**config.mk**
```make
export PLATFORM = sky130hd
export DESIGN_NAME = tp_interval_gen
export DESIGN_NICKNAME = d
export VERILOG_FILES = /design/src/rtl/tpg_pkg.sv /design/src/rtl/tpg_divider.sv /design/src/rtl/tpg_interval.sv /design/src/rtl/tpg_outmux.sv /design/src/rtl/tp_interval_gen.sv
export SDC_FILE = /design/constraint.sdc
export NUM_CORES = 1
export LEC_CHECK = 0
export CORE_MARGIN = 2
export CORE_UTILIZATION = 40
export CTS_BUF_LIST = sky130_fd_sc_hd__clkbuf_8
export CTS_CLUSTER_SIZE = 30
export DETAILED_ROUTE_END_ITERATION = 8
export DONT_BUFFER_PORTS = 1
export REMOVE_ABC_BUFFERS = 1
export SLEW_MARGIN = 20
export SYNTH_ARGS = -nofsm -noshare
export SYNTH_HDL_FRONTEND = slang
export SYNTH_SLANG_ARGS = --single-unit
```
**constraint.sdc**
```tcl
create_clock -name clk -period 1.6 [get_ports clk]
set_input_delay 0.48 -clock clk [delete_from_list [all_inputs] [get_ports clk]]
set_output_delay 0.48 -clock clk [all_outputs]
set_load 0.05 [all_outputs]
```
**src/rtl/tpg_pkg.sv**
```systemverilog
package tpg_pkg;

  typedef enum logic [1:0] {
    RATE_64  = 2'd0,
    RATE_256 = 2'd1,
    RATE_2K  = 2'd2,
    RATE_4K  = 2'd3
  } rate_e;

  typedef enum logic [1:0] {
    IVL_1S  = 2'd0,
    IVL_10S = 2'd1,
    IVL_30S = 2'd2,
    IVL_60S = 2'd3
  } ivl_e;

  typedef enum logic {
    MODE_FREQ = 1'b0,
    MODE_IVL  = 1'b1
  } tp_mode_e;

  // octaves above 1 Hz for each square-wave rate
  function automatic int rate_octaves(int code);
    case (code)
      0:       return 6;
      1:       return 8;
      2:       return 11;
      default: return 12;
    endcase
  endfunction

  // divider bit for a rate; clamps to stage 0 when the divider is short
  function automatic int tap_index(int stages, int code);
    int t;
    t = stages - 1 - rate_octaves(code);
    return (t < 0) ? 0 : t;
  endfunction

  function automatic logic [5:0] ivl_seconds(ivl_e sel);
    case (sel)
      IVL_1S:  return 6'd1;
      IVL_10S: return 6'd10;
      IVL_30S: return 6'd30;
      default: return 6'd60;
    endcase
  endfunction

endpackage

```
**src/rtl/tpg_divider.sv**
```systemverilog
module tpg_divider
  import tpg_pkg::*;
#(
  parameter int STAGES = 15
) (
  input  logic       clk,
  input  logic       arst_n,
  output logic [3:0] taps,
  output logic       sec_tick
);

  logic [STAGES-1:0] div_q, div_d;

  always_comb begin
    div_d = div_q + 1'b1;
  end

  always_ff @(posedge clk or negedge arst_n) begin
    if (!arst_n) div_q <= '0;
    else         div_q <= div_d;
  end

  assign sec_tick = &div_q;

  for (genvar g = 0; g < 4; g++) begin : g_tap
    localparam int TI = tap_index(STAGES, g);
    assign taps[g] = div_q[TI];
  end

endmodule

```
**src/rtl/tpg_interval.sv**
```systemverilog
module tpg_interval
  import tpg_pkg::*;
#(
  parameter int STAGES = 15,
  localparam int CNT_W = STAGES + 6
) (
  input  logic             clk,
  input  logic             arst_n,
  input  logic             load,
  input  ivl_e             code,
  input  logic             flag_clr,
  input  logic             run,
  input  logic             stop,
  output logic             flag,
  output logic             running,
  output logic             term,
  output logic [CNT_W-1:0] cnt
);

  logic [CNT_W-1:0] cnt_q, cnt_d, last_cnt;
  logic             run_q, run_d;
  logic             flag_q, flag_d;
  ivl_e             sel_q, sel_d;
  logic             term_hit;

  always_comb begin
    last_cnt = (CNT_W'(ivl_seconds(sel_q)) << STAGES) - CNT_W'(1);
    term_hit = run_q && (cnt_q == last_cnt);
  end

  always_comb begin
    cnt_d  = cnt_q;
    run_d  = run_q;
    flag_d = flag_q;
    sel_d  = sel_q;
    if (load) begin
      cnt_d  = '0;
      run_d  = 1'b1;
      flag_d = 1'b0;
      sel_d  = code;
    end else begin
      if (run_q)         cnt_d = term_hit ? '0 : cnt_q + 1'b1;
      if (stop)          run_d = 1'b0;
      else if (run)      run_d = 1'b1;
      if (term_hit)      flag_d = 1'b1;
      else if (flag_clr) flag_d = 1'b0;
    end
  end

  always_ff @(posedge clk or negedge arst_n) begin
    if (!arst_n) begin
      cnt_q  <= '0;
      run_q  <= 1'b0;
      flag_q <= 1'b0;
      sel_q  <= IVL_1S;
    end else begin
      cnt_q  <= cnt_d;
      run_q  <= run_d;
      flag_q <= flag_d;
      sel_q  <= sel_d;
    end
  end

  assign flag    = flag_q;
  assign running = run_q;
  assign term    = term_hit;
  assign cnt     = cnt_q;

endmodule

```
**src/rtl/tpg_outmux.sv**
```systemverilog
module tpg_outmux
  import tpg_pkg::*;
(
  input  logic [3:0] taps,
  input  rate_e      rate,
  input  tp_mode_e   mode,
  input  logic       flag,
  output logic       tp_n
);

  always_comb begin
    if (mode == MODE_IVL) tp_n = ~flag;
    else                  tp_n = taps[rate];
  end

endmodule

```
**src/rtl/tp_interval_gen.sv**
```systemverilog
module tp_interval_gen
  import tpg_pkg::*;
#(
  parameter int DIV_STAGES = 15,
  localparam int CNT_W = DIV_STAGES + 6
) (
  input  logic       clk,
  input  logic       rst_n,
  input  logic       rate_load,
  input  logic [1:0] rate_code,
  input  logic       ivl_load,
  input  logic [1:0] ivl_code,
  input  logic       flag_clear,
  input  logic       tmr_run,
  input  logic       tmr_stop,
  output logic       tp_n,
  output logic       sec_tick
);

  logic [1:0]       rst_pipe;
  logic             arst_n;
  tp_mode_e         mode_q, mode_d;
  rate_e            rate_q, rate_d;
  logic [3:0]       taps;
  logic             ivl_flag, ivl_running, ivl_term;
  logic [CNT_W-1:0] ivl_cnt;

  always_ff @(posedge clk or negedge rst_n) begin
    if (!rst_n) rst_pipe <= 2'b00;
    else        rst_pipe <= {rst_pipe[0], 1'b1};
  end
  assign arst_n = rst_pipe[1];

  always_comb begin
    mode_d = mode_q;
    rate_d = rate_q;
    if (ivl_load) begin
      mode_d = MODE_IVL;
    end else if (rate_load) begin
      mode_d = MODE_FREQ;
      rate_d = rate_e'(rate_code);
    end
  end

  always_ff @(posedge clk or negedge arst_n) begin
    if (!arst_n) begin
      mode_q <= MODE_FREQ;
      rate_q <= RATE_64;
    end else begin
      mode_q <= mode_d;
      rate_q <= rate_d;
    end
  end

  tpg_divider #(.STAGES(DIV_STAGES)) u_div (
    .clk      (clk),
    .arst_n   (arst_n),
    .taps     (taps),
    .sec_tick (sec_tick)
  );

  tpg_interval #(.STAGES(DIV_STAGES)) u_ivl (
    .clk      (clk),
    .arst_n   (arst_n),
    .load     (ivl_load),
    .code     (ivl_e'(ivl_code)),
    .flag_clr (flag_clear),
    .run      (tmr_run),
    .stop     (tmr_stop),
    .flag     (ivl_flag),
    .running  (ivl_running),
    .term     (ivl_term),
    .cnt      (ivl_cnt)
  );

  tpg_outmux u_mux (
    .taps (taps),
    .rate (rate_q),
    .mode (mode_q),
    .flag (ivl_flag),
    .tp_n (tp_n)
  );

endmodule

```
==> results by group, run 1 <==
GRT
  – Largest net degree at the start of global routing: 44
  – Total grt overflow: 0
  – Overall routing resource usage: 0.1663
  – Vias in the first global route: 1,763
  – Antenna violations before repair: 0
  – First-pass GRT wire length: 8135 um

Timing
  – Setup violators final: 17
  – Minimum clock period: 2.003 ns
  – Worst-Margin Slew: 0.5446 ns
  – Final Hold Fails: 0
  – Fmax: 499.2 MHz
  – Max Slew Vio Count: 0
  – Worst relative slew slack: 0.6336
  – Unrepaired setup endpoints after global routing: yes
  – Hold Slack: 0.2238 ns
  – Clk_skew: 0.008843 ns
  – Final period utilization: 1.252
  – Final setup margin: -0.4033 ns

Synthesis
  – Synth cell count leaders: 45 x dfrtp_1, 22 x nand2_1, 18 x nand3_1, 18 x nor2_1
  – Synthesis warning total: 0
  – Yosys top cell by area: dfrtp_1
  – Synth area leaders: dfrtp_1 50%, xnor2_1 4.7%, nand3_1 4.0%
  – Sequential share of the synthesized area: 0.5028
  – Average size of a mapped cell: 10.18 um2
  – Yosys cell types: 49
  – Yosys top cell area share: 0.5028
  – Number of synthesized flops with an enable pin: 0
  – Post-synthesis cell count: 220
  – Share of flip-flops with an asynchronous set or reset: 1.000
  – Mapped cell area: 2240 um2
  – Number of synthesized register bits: 45
  – Top_reg_cell synth: dfrtp_1
  – Cell with the most instances after synthesis: dfrtp_1

Drt
  – Total wire length: 4769 um
  – DR vias/cell: 5.095
  – DRC viols: 0
  – Remaining antenna violation count after routing: 0
  – Routed WL per cell: 13.32 um
  – Via count: 1,824
  – DR pass1 iterations: 4
  – Starting DRC count in detailed routing: 76

CTS
  – CTS tree: done
  – TritonCTS Buffers: 5
  – Clock Tree Root: clkbuf_8
  – Skew-Pair Late Insertion Delay: 0.30 ns
  – CTS sink count: 45
  – H-Tree Depth: 2
  – Deepest clock path buffer count: 2
  – Clock transition at the registers of the reported paths: 0.09 ns

Worst setup path
  – Crit path launch: u_ivl.cnt[12]
  – Crit Path Category: register to register
  – Worst R2R Setup Slack: -0.40 ns
  – Reg2reg end: u_ivl.cnt[20]
  – Reg2reg path depth: 5
  – CP Capture Type: register
  – Critical path data arrival time: 2.23 ns
  – Crit Reg-Reg Startpoint: u_ivl.cnt[12]
  – WP data required: 1.83 ns
  – CP startpoint kind: register
  – Setup crit end: u_ivl.cnt[20]
  – Crit Path Max Fanout: 4

Cells and area
  – Share of post-route cells with drive strength above 1: 0.4056
  – Ant diodes: 0
  – FILL cells: 498
  – Final layout net count: 298
  – Layout area overhead: 36.54%
  – Util after Layout: 0.5588
  – Post-route insts no fill: 358

Job
  – Max cap viols: 0

Die
  – Chip width: 78.83 um
  – Core Footprint: 5473 um2
  – Ports: 13
  – Initial Utilization: 0.4092
  – Chip height: 78.83 um
  – Cell Rows: 27
  – Die area: 6213 um2

Power
  – Pwr/cell area: 666.3 nW/um2
  – Pleak: 1.352 nW
  – Worst vdd ir: 0.4818 mV

Outcome
  – Status: complete, but fails checks
  – Failing checks: setup timing

Place
  – Placed insts: 340
  – GPL Wtd Cong: 0.7563
  – Port bufs: 0
  – Post-DP HPWL: 3130 um

Worst hold path
  – Hold WC Path Type: input port to register
  – Worst min-delay path startpoint: ivl_load
[power breakdown]
part	internal, mW	leakage [nW]	total (mW)	switching (mW)
Combinational	0.0617	0.712	0.136	0.0745
Clock	0.310	0.0445	0.722	0.412
Sequential	1.16	0.596	1.18	0.0182
Total	1.53	1.35	2.04	0.505
[cell families after synthesis]
| group | share of synthesized area |
|---|---|
| compound gates | 0.09219 |
| xor+xnor | 0.07430 |
| fa+ha+maj | 0.01117 |
| buf+inv | 0.03855 |
| flops | 0.5028 |
| mux | 0.03017 |
| other cells | 0.001674 |
| simple gates | 0.2492 |
[cell usage in the layout (no fill, tap or decap), types with 3 or more instances in the layout]
cell type  synthesis  routed
a21oi_1           12       3
nor2_2             0       4
nand3_2            0       4
nand3_1           18      14
and3_1             3       3
inv_1              7       7
nor2_1            18      14
mux2_2             4       4
o21ai_2            0       3
xnor2_1           12      12
a21oi_2            0       8
or4b_4             0       3
xor2_1             7       7
buf_6              2       4
a31oi_1            6       4
dfrtp_1           45      44
or3_4              2       3
clkbuf_8           0       5
and4_1             4       4
nand4_1            8       8
buf_4              1      57
nand2_1           22      21
[critical path, cell delays in order (launching register included)]
cell and delay [ns]:
dfrtp_1 0.37, nand4_2 0.11, or3_4 0.40, or3_4 0.40, or4_4 0.48, a31oi_1 0.17
[area by class of cell]
class | instances | area [um2] | area share
clock buffer | 5 | 68.82 | 0.02250
inverter | 8 | 30.03 | 0.009820
multi-input combinational | 160 | 1182 | 0.3867
tap | 72 | 90.09 | 0.02946
timing repair buffer | 65 | 538.0 | 0.1759
sequential | 45 | 1127 | 0.3687
clock inverter | 3 | 21.27 | 0.006956
[registers in the layout, summed over array words and instances (netlist names)]
signal / flops
u_ivl.running: 1
u_ivl.sel_q: 2
rate_q: 2
u_div.div_q: 15
rst_pipe: 2
u_ivl.cnt: 21
mode_q: 1
u_ivl.flag: 1
[what timing repair did]
action	CTS	global route
resized for setup	27	22
pin swaps	15	9
cloned	2	0
hold buffers	1	0
buffers inserted	4	5
setup endpoints to repair	17	19
hold endpoints to repair	2	0
[metrics by stage]
stage	instance area [um2]	total power, mW	setup WS, ns	TNS [ns]
finish	3058	2.037	-0.4033	-4.706
CTS	2942	2.056	-0.4306	-3.927
detailed placement	2713	1.324	-0.3829	-4.257
global route	3058	2.130	-0.5022	-5.859
global placement	2713	1.323	-0.3481	-3.832
floorplan	2183	1.267	-0.5167	-5.943
[layer usage]
metal | wire length, um | vias up | track usage
met4 | 51 | 0 | 0.04138
li1 | - | 916 | -
met1 | 2361 | 881 | 0.2312
met2 | 2191 | 22 | 0.2692
met3 | 165 | 5 | 0.03295
met5 | 0 | - | 0
[worst min path at each step]
stage,end,slack [ns],cells past startpoint
6_report,u_ivl.cnt[0],0.22,1
5_1_grt,u_ivl.cnt[1],0.20,1
4_1_cts,u_ivl.cnt[1],0.21,1
3_5_place_dp,rst_pipe[0],0.18,0
3_3_place_gp,rst_pipe[0],0.18,0
2_1_floorplan,rst_pipe[0],0.18,0
(Power assumes the default switching activity.)
==> run 2, diff against run 1 <==
SETUP_SLACK_MARGIN = 0.1   (was unset)
==> run 2 against run 1 <==
- the run still ends with setup timing left
- combinational power barely moved
- clock skew barely moved
- routed wire length fell by 0.36%
- flip-flop and latch count did not move
- sequential power barely moved
- final cell count fell by 0.28%
- largest power group unchanged
- largest cell class unchanged
- register-to-register slack barely moved
- die area did not move
- setup slack improved by 0.0039 ns
==> results by group, run 2 (synthesis results as in run 1) <==
Cells and area
  – Layout area overhead: 36.31%
  – Final instance area: 3053 um2 (-0.16%)
  – Max reg flops: 21 (unchanged)
  – Area of the multi-input gates: 1185 um2 (+0.21%)
  – Share of post-route cells with drive strength above 1: 0.4070 (+0.001423)
  – Ant diodes: 0 (unchanged)
  – Commonest non-fill, non-tap cells in the layout: 56 x buf_4, 44 x dfrtp_1, 21 x nand2_1
  – Final layout net count: 297 (-0.34%)
  – Most common cell after layout, fill and taps aside: buf_4
  – Post-route insts no fill: 357 (-0.28%)
  – FILL cells: 497 (-0.20%)
  – Register Area: 1127 um2 (unchanged)

CTS
  – Skew-Pair Late Insertion Delay: 0.30 ns (about the same)
  – H-Tree Depth: 2 (unchanged)
  – CTS tree: done
  – Clock transition at the registers of the reported paths: 0.09 ns (about the same)
  – TritonCTS Buffers: 5 (unchanged)
  – Clock Tree Root: clkbuf_8
  – Deepest clock path buffer count: 2 (unchanged)
  – CTS sink count: 45 (unchanged)

Power
  – Worst vdd ir: 0.4842 mV (+0.50%)
  – Internal: 1.533 mW (about the same)
  – Pwr/cell area: 668.2 nW/um2 (+0.29%)
  – Sequential share of power: 0.578 (about the same)
  – Logic pwr share: 0.067 (about the same)
  – Switching share of power: 0.2487 (+0.0009163)
  – Clock network power share: 0.355 (about the same)
  – Pleak: 1.346 nW (-0.43%)
  – Switch Pwr: 0.5073 mW (+0.50%)

Worst setup path
  – Critical path data arrival time: 2.23 ns (about the same)
  – Crit Path Category: register to register
  – Slowest stage delay, CP: 0.48 ns (about the same)
  – Delay-heaviest family, CP: simple AND/OR/NAND/NOR gates
  – CP startpoint kind: register
  – Crit Reg-Reg Startpoint: u_ivl.cnt[9]
  – CP bufs+invs: 0 (unchanged)
  – CP Capture Type: register
  – Crit Path Max Fanout: 4 (unchanged)
  – Reg2reg end: u_ivl.cnt[20]
  – Critical path cell sequence: nand4_2, or3_4, or3_4, or4_4, a31oi_1
  – Reg2reg path depth: 5 (unchanged)
  – WP data required: 1.83 ns (about the same)
  – Slowest-stage cell, CP: or4_4
  – Crit path depth: 5 (unchanged)
  – Worst R2R Setup Slack: -0.40 ns (about the same)
  – Critical Path Most Common Cell: or3_4

Timing
  – Fmax: 500.1 MHz (+0.20%)
  – Unrepaired setup endpoints after global routing: yes
  – Setup TNS: -4.734 ns (-0.02892 ns)
  – Final period utilization: 1.250 (-0.002446)
  – Minimum clock period: 1.999 ns (-0.003913 ns)
  – Worst-Margin Slew: 0.5449 ns (+0.0003215 ns)
  – Final Hold Fails: 0 (unchanged)
  – Setup violators final: 17 (unchanged)
  – Max Slew Vio Count: 0 (unchanged)
  – Final setup margin: -0.3994 ns (+0.003913 ns)
  – Clk_skew: 0.008718 ns (-0.0001254 ns)
  – Worst relative slew slack: 0.6334 (about the same)

Place
  – Place WS: -0.3829 ns (unchanged)
  – Placed Area: 2713 um2 (unchanged)
  – Placed insts: 340 (unchanged)
  – GPL Wtd Cong: 0.7563 (unchanged)
  – Port bufs: 0 (unchanged)
  – Post-DP HPWL: 3130 um (unchanged)

Die
  – Initial Utilization: 0.4092 (unchanged)
  – Die area: 6213 um2 (unchanged)
  – Chip width: 78.83 um (unchanged)
  – Core Footprint: 5473 um2 (unchanged)
  – Chip height: 78.83 um (unchanged)
  – Cell Rows: 27 (unchanged)
  – Ports: 13 (unchanged)

Worst hold path
  – Hold Crit Depth: 1 (unchanged)
  – Worst min-delay path startpoint: ivl_load
  – Hold path endpoint: u_ivl.cnt[0]
  – Hold WC Path Type: input port to register

GRT
  – Overall routing resource usage: 0.1663 (unchanged)
  – First-pass GRT wire length: 8128 um (about the same)
  – Vias in the first global route: 1,769 (+0.34%)
  – Largest net degree at the start of global routing: 44 (unchanged)
  – Antenna violations before repair: 0 (unchanged)
  – Total grt overflow: 0 (unchanged)

Drt
  – DR vias/cell: 5.134 (+0.77%)
  – Remaining antenna violation count after routing: 0 (unchanged)
  – Via count: 1,833 (+0.49%)
  – Routed WL per cell: 13.31 um (about the same)
  – Total wire length: 4752 um (-0.36%)
  – DRC viols: 0 (unchanged)
  – Starting DRC count in detailed routing: 71 (-6.6%)
  – DR pass1 iterations: 4 (unchanged)

Outcome
  – Status: complete, but fails checks
  – Failing checks: setup timing

Job
  – Max cap viols: 0 (unchanged)
-- run 2: cell types whose count changed in the layout (fill, tap and decap cells not counted), sizes merged --
cell	delta
buf	-1
-- run 2: what timing repair did --
action                                 CTS  global route
gates cloned                             2             0
resized for setup                       27            23
pin swaps                               17            11
hold buffers                             1             0
setup endpoints to repair               18            25
endpoints found under the hold margin    2             0
buffers inserted                         5             4
-- run 2: worst max path at each step --
| stage | startpoint | endpoint | slack [ns] |
|---|---|---|---|
| final | u_ivl.cnt[9] | u_ivl.cnt[20] | -0.40 |
| after global routing | u_div.div_q[1] | sec_tick | -0.50 |
| after CTS | u_div.div_q[1] | sec_tick | -0.43 |
| after detailed placement | u_ivl.cnt[12] | u_ivl.cnt[20] | -0.38 |
| after global placement | u_ivl.cnt[10] | u_ivl.cnt[20] | -0.35 |
| after floorplan | u_div.div_q[0] | sec_tick | -0.52 |
-- run 2: worst reg2reg max path: stages (launching register included) --
cell	delay, ns
dfrtp_1	0.37
nand4_2	0.11
or3_4	0.40
or3_4	0.40
or4_4	0.48
a31oi_1	0.16
-- run 2: cell type report --
cell class,instances,share of cell area
clock buffer,5,0.02254
clock inverter,3,0.006967
inverter,8,0.009836
multi-input combinational,160,0.3881
sequential,45,0.3693
tap,72,0.02951
timing repair buffer,64,0.1738
-- run 2: metal layers --
metal	vias up	wire (um)	global-route usage
li1	912	-	-
met1	893	2365	0.2326
met2	23	2171	0.2675
met3	5	164	0.03295
met4	0	51	0.04138
met5	-	0	0
-- run 2: power by group through the flow --
stage / Clock [mW] / Combinational, mW / Sequential [mW]
final: 0.725 / 0.136 / 1.18
after global routing: 0.798 / 0.149 / 1.18
after CTS: 0.745 / 0.132 / 1.18
after detailed placement: 0 / 0.122 / 1.20
after global placement: 0 / 0.122 / 1.20
after floorplan: 0 / 0.0488 / 1.22
-- run 2: stage by stage --
step / hold WS, ns / total power [mW] / util
floorplan: 0.1844 / 1.267 / -
global placement: 0.1845 / 1.323 / 0.4957
detailed placement: 0.1845 / 1.324 / 0.4957
CTS: 0.2147 / 2.056 / 0.5389
global route: 0.2048 / 2.130 / 0.5578
finish: 0.2221 / 2.040 / 0.5578
==> run 3, diff against run 2 <==
CORE_UTILIZATION = 38   (was 40)
clock period = 1.8 ns   (was 1.6 ns; I/O delays follow)
==> run 3 against run 2 <==
- the flow still finishes with violations (setup timing)
- utilization decreased by 2.4 points
- total power decreased by 11%
- flip-flop and latch count unchanged
- non-clock buffer count decreased by 7
- clock-buffer cell count unchanged
- global-route usage increased by 0.43 points
- clock skew decreased by 0.0033 ns
- cell area decreased by 2.0%
- sequential power decreased by 11%
- final cell count decreased by 2.0%
- die area increased by 5.0%
==> results by group, run 3 (synthesis results as in run 1) <==
Cells and area
  – Area of the multi-input gates: 1166 um2 (-1.6%)
  – Layout area overhead: 33.63%
  – Most common cell after layout, fill and taps aside: buf_4
  – FILL cells: 528 (+6.2%)
  – Commonest non-fill, non-tap cells in the layout: 45 x buf_4, 44 x dfrtp_1, 20 x nand2_1
  – Final layout net count: 290 (-2.4%)
  – Post-route insts no fill: 350 (-2.0%)
  – Share of post-route cells with drive strength above 1: 0.3741 (-0.03292)
  – Ant diodes: 0 (unchanged)
  – Max reg flops: 21 (unchanged)
  – Register Area: 1127 um2 (unchanged)

Timing
  – Setup TNS: -1.243 ns (+3.492 ns)
  – Clk_skew: 0.005378 ns (-0.003340 ns)
  – Unrepaired setup endpoints after global routing: yes
  – Final setup margin: -0.2923 ns (+0.1071 ns)
  – Minimum clock period: 2.092 ns
  – Final Hold Fails: 0 (unchanged)
  – Hold Slack: 0.1610 ns (-0.06104 ns)
  – Final period utilization: 1.162
  – Max Slew Vio Count: 0 (unchanged)
  – Worst relative slew slack: 0.6275 (-0.005877)
  – Setup violators final: 14 (-3)
  – Worst-Margin Slew: 0.5537 ns (+0.008735 ns)
  – Fmax: 477.9 MHz

Worst setup path
  – Crit Path Category: register to output pin
  – Crit Path Max Fanout: 2 (-2)
  – Critical Path Most Common Cell: nor2_2
  – Slowest stage delay, CP: 0.37 ns (-0.11 ns)
  – CP startpoint kind: register
  – Critical path data arrival time: 1.55 ns (-0.68 ns)
  – CP Capture Type: output pin
  – WP data required: 1.26 ns (-0.57 ns)
  – Critical path cell sequence: ha_2, nand4_1, nor2_2, nand3_2, nor2_2, buf_6
  – Slowest-stage cell, CP: dfrtp_1

Power
  – Pwr/cell area: 606.0 nW/um2 (-9.3%)
  – Worst vdd ir: 0.3396 mV (-30%)
  – Pleak: 1.313 nW (-2.5%)

Drt
  – Total wire length: 5151 um (+8.4%)
  – DRC viols: 0 (unchanged)
  – Routed WL per cell: 14.72 um (+11%)
  – Starting DRC count in detailed routing: 79 (+11%)
  – Via count: 1,869 (+2.0%)
  – DR vias/cell: 5.340 (+4.0%)
  – DR pass1 iterations: 4 (unchanged)
  – Remaining antenna violation count after routing: 0 (unchanged)

Die
  – Initial Utilization: 0.3994 (-0.009861)
  – Die area: 6524 um2 (+5.0%)
  – Ports: 13 (unchanged)
  – Chip width: 80.77 um (+2.5%)
  – Cell Rows: 27 (unchanged)
  – Core Footprint: 5608 um2 (+2.5%)
  – Chip height: 80.77 um (+2.5%)

GRT
  – Largest net degree at the start of global routing: 33 (-25%)
  – Overall routing resource usage: 0.1707 (+0.004327)
  – Antenna violations before repair: 0 (unchanged)
  – Total grt overflow: 0 (unchanged)
  – Vias in the first global route: 1,757 (-0.68%)
  – First-pass GRT wire length: 8493 um (+4.5%)

CTS
  – TritonCTS Buffers: 5 (unchanged)
  – Skew-Pair Late Insertion Delay: 0.30 ns (about the same)
  – CTS tree: done
  – H-Tree Depth: 2 (unchanged)
  – CTS sink count: 45 (unchanged)
  – Deepest clock path buffer count: 2 (unchanged)
  – Clock Tree Root: clkbuf_8
  – Clock transition at the registers of the reported paths: 0.09 ns (about the same)

Worst hold path
  – Hold WC Path Type: register to async pin

Place
  – Placed insts: 331 (-2.6%)
  – Post-DP HPWL: 3245 um (+3.7%)
  – Port bufs: 0 (unchanged)
  – GPL Wtd Cong: 0.7504 (-0.78%)

Job
  – Max cap viols: 0 (unchanged)

Outcome
  – Failing checks: setup timing
  – Status: complete, but fails checks
## run 3: cell types whose count changed in the layout (fill, tap and decap cells not counted), moves of 2 or more
cell | previous run | this run
a21oi_1 | 3 | 6
a21oi_2 | 8 | 6
buf_4 | 56 | 45
buf_6 | 4 | 9
nor2_2 | 5 | 2
nor2_4 | 0 | 2
## run 3: path summary, 6_finish.rpt
check | from | cells past startpoint | end | slack (ns)
worst max-delay path | u_div.div_q[0] | 6 | sec_tick | -0.29
worst min-delay path | rst_pipe[1] | 0 | u_div.div_q[0] | 0.16
worst min register to register | rst_pipe[1] | 0 | u_div.div_q[0] | 0.16
worst max register to register | u_ivl.cnt[9] | 5 | u_ivl.cnt[18] | -0.18
max in group asynchronous | rst_pipe[1] | 1 | u_ivl.cnt[18] | 1.17
min in group clk | ivl_load | 1 | u_ivl.cnt[1] | 0.28
## run 3: layer usage
layer | part of all wire | vias up | global-route usage | wire [um]
met5 | 0 | - | 0 | 0
met4 | 0.016 | 0 | 0.06610 | 81
met3 | 0.032 | 7 | 0.03444 | 165
met2 | 0.48 | 28 | 0.2583 | 2496
met1 | 0.47 | 931 | 0.2419 | 2407
li1 | - | 903 | - | -
## run 3: worst max-delay path: cells and delay by family, from the launching register on
family                   cells  cell delay, ns
flip-flops                   1            0.37
buffers and inverters        1            0.16
adder cells (fa/ha/maj)      1            0.19
AND/OR/NAND/NOR              4            0.53
## run 3: what timing repair did
action / in CTS / in global routing
setup endpoints to repair: 17 / 18
setup buffers: 6 / 3
pin swaps: 10 / 21
hold endpoints to repair: 2 / 0
hold buffers: 1 / 0
gates cloned: 2 / 0
gates resized for setup: 12 / 32
## run 3: stage by stage
stage	util	setup WS, ns	cell area [um2]	power (mW)
floorplan	-	-0.3767	2183	1.126
global placement	0.4717	-0.1526	2645	1.174
detailed placement	0.4717	-0.2015	2645	1.177
CTS	0.5085	-0.3067	2851	1.829
global route	0.5337	-0.3975	2993	1.901
finish	0.5337	-0.2923	2993	1.814
## run 3: cell type report
cell class / instances / area share
tap: 72 / 0.03010
timing repair buffer: 57 / 0.1635
sequential: 45 / 0.3767
multi-input combinational: 160 / 0.3896
clock inverter: 3 / 0.007107
clock buffer: 5 / 0.02299
inverter: 8 / 0.01003
## run 3: report_power, final
part           switching (mW)  internal (mW)
Sequential             0.0225           1.03
Clock                   0.365          0.276
Combinational          0.0637         0.0546
Total                   0.452           1.36
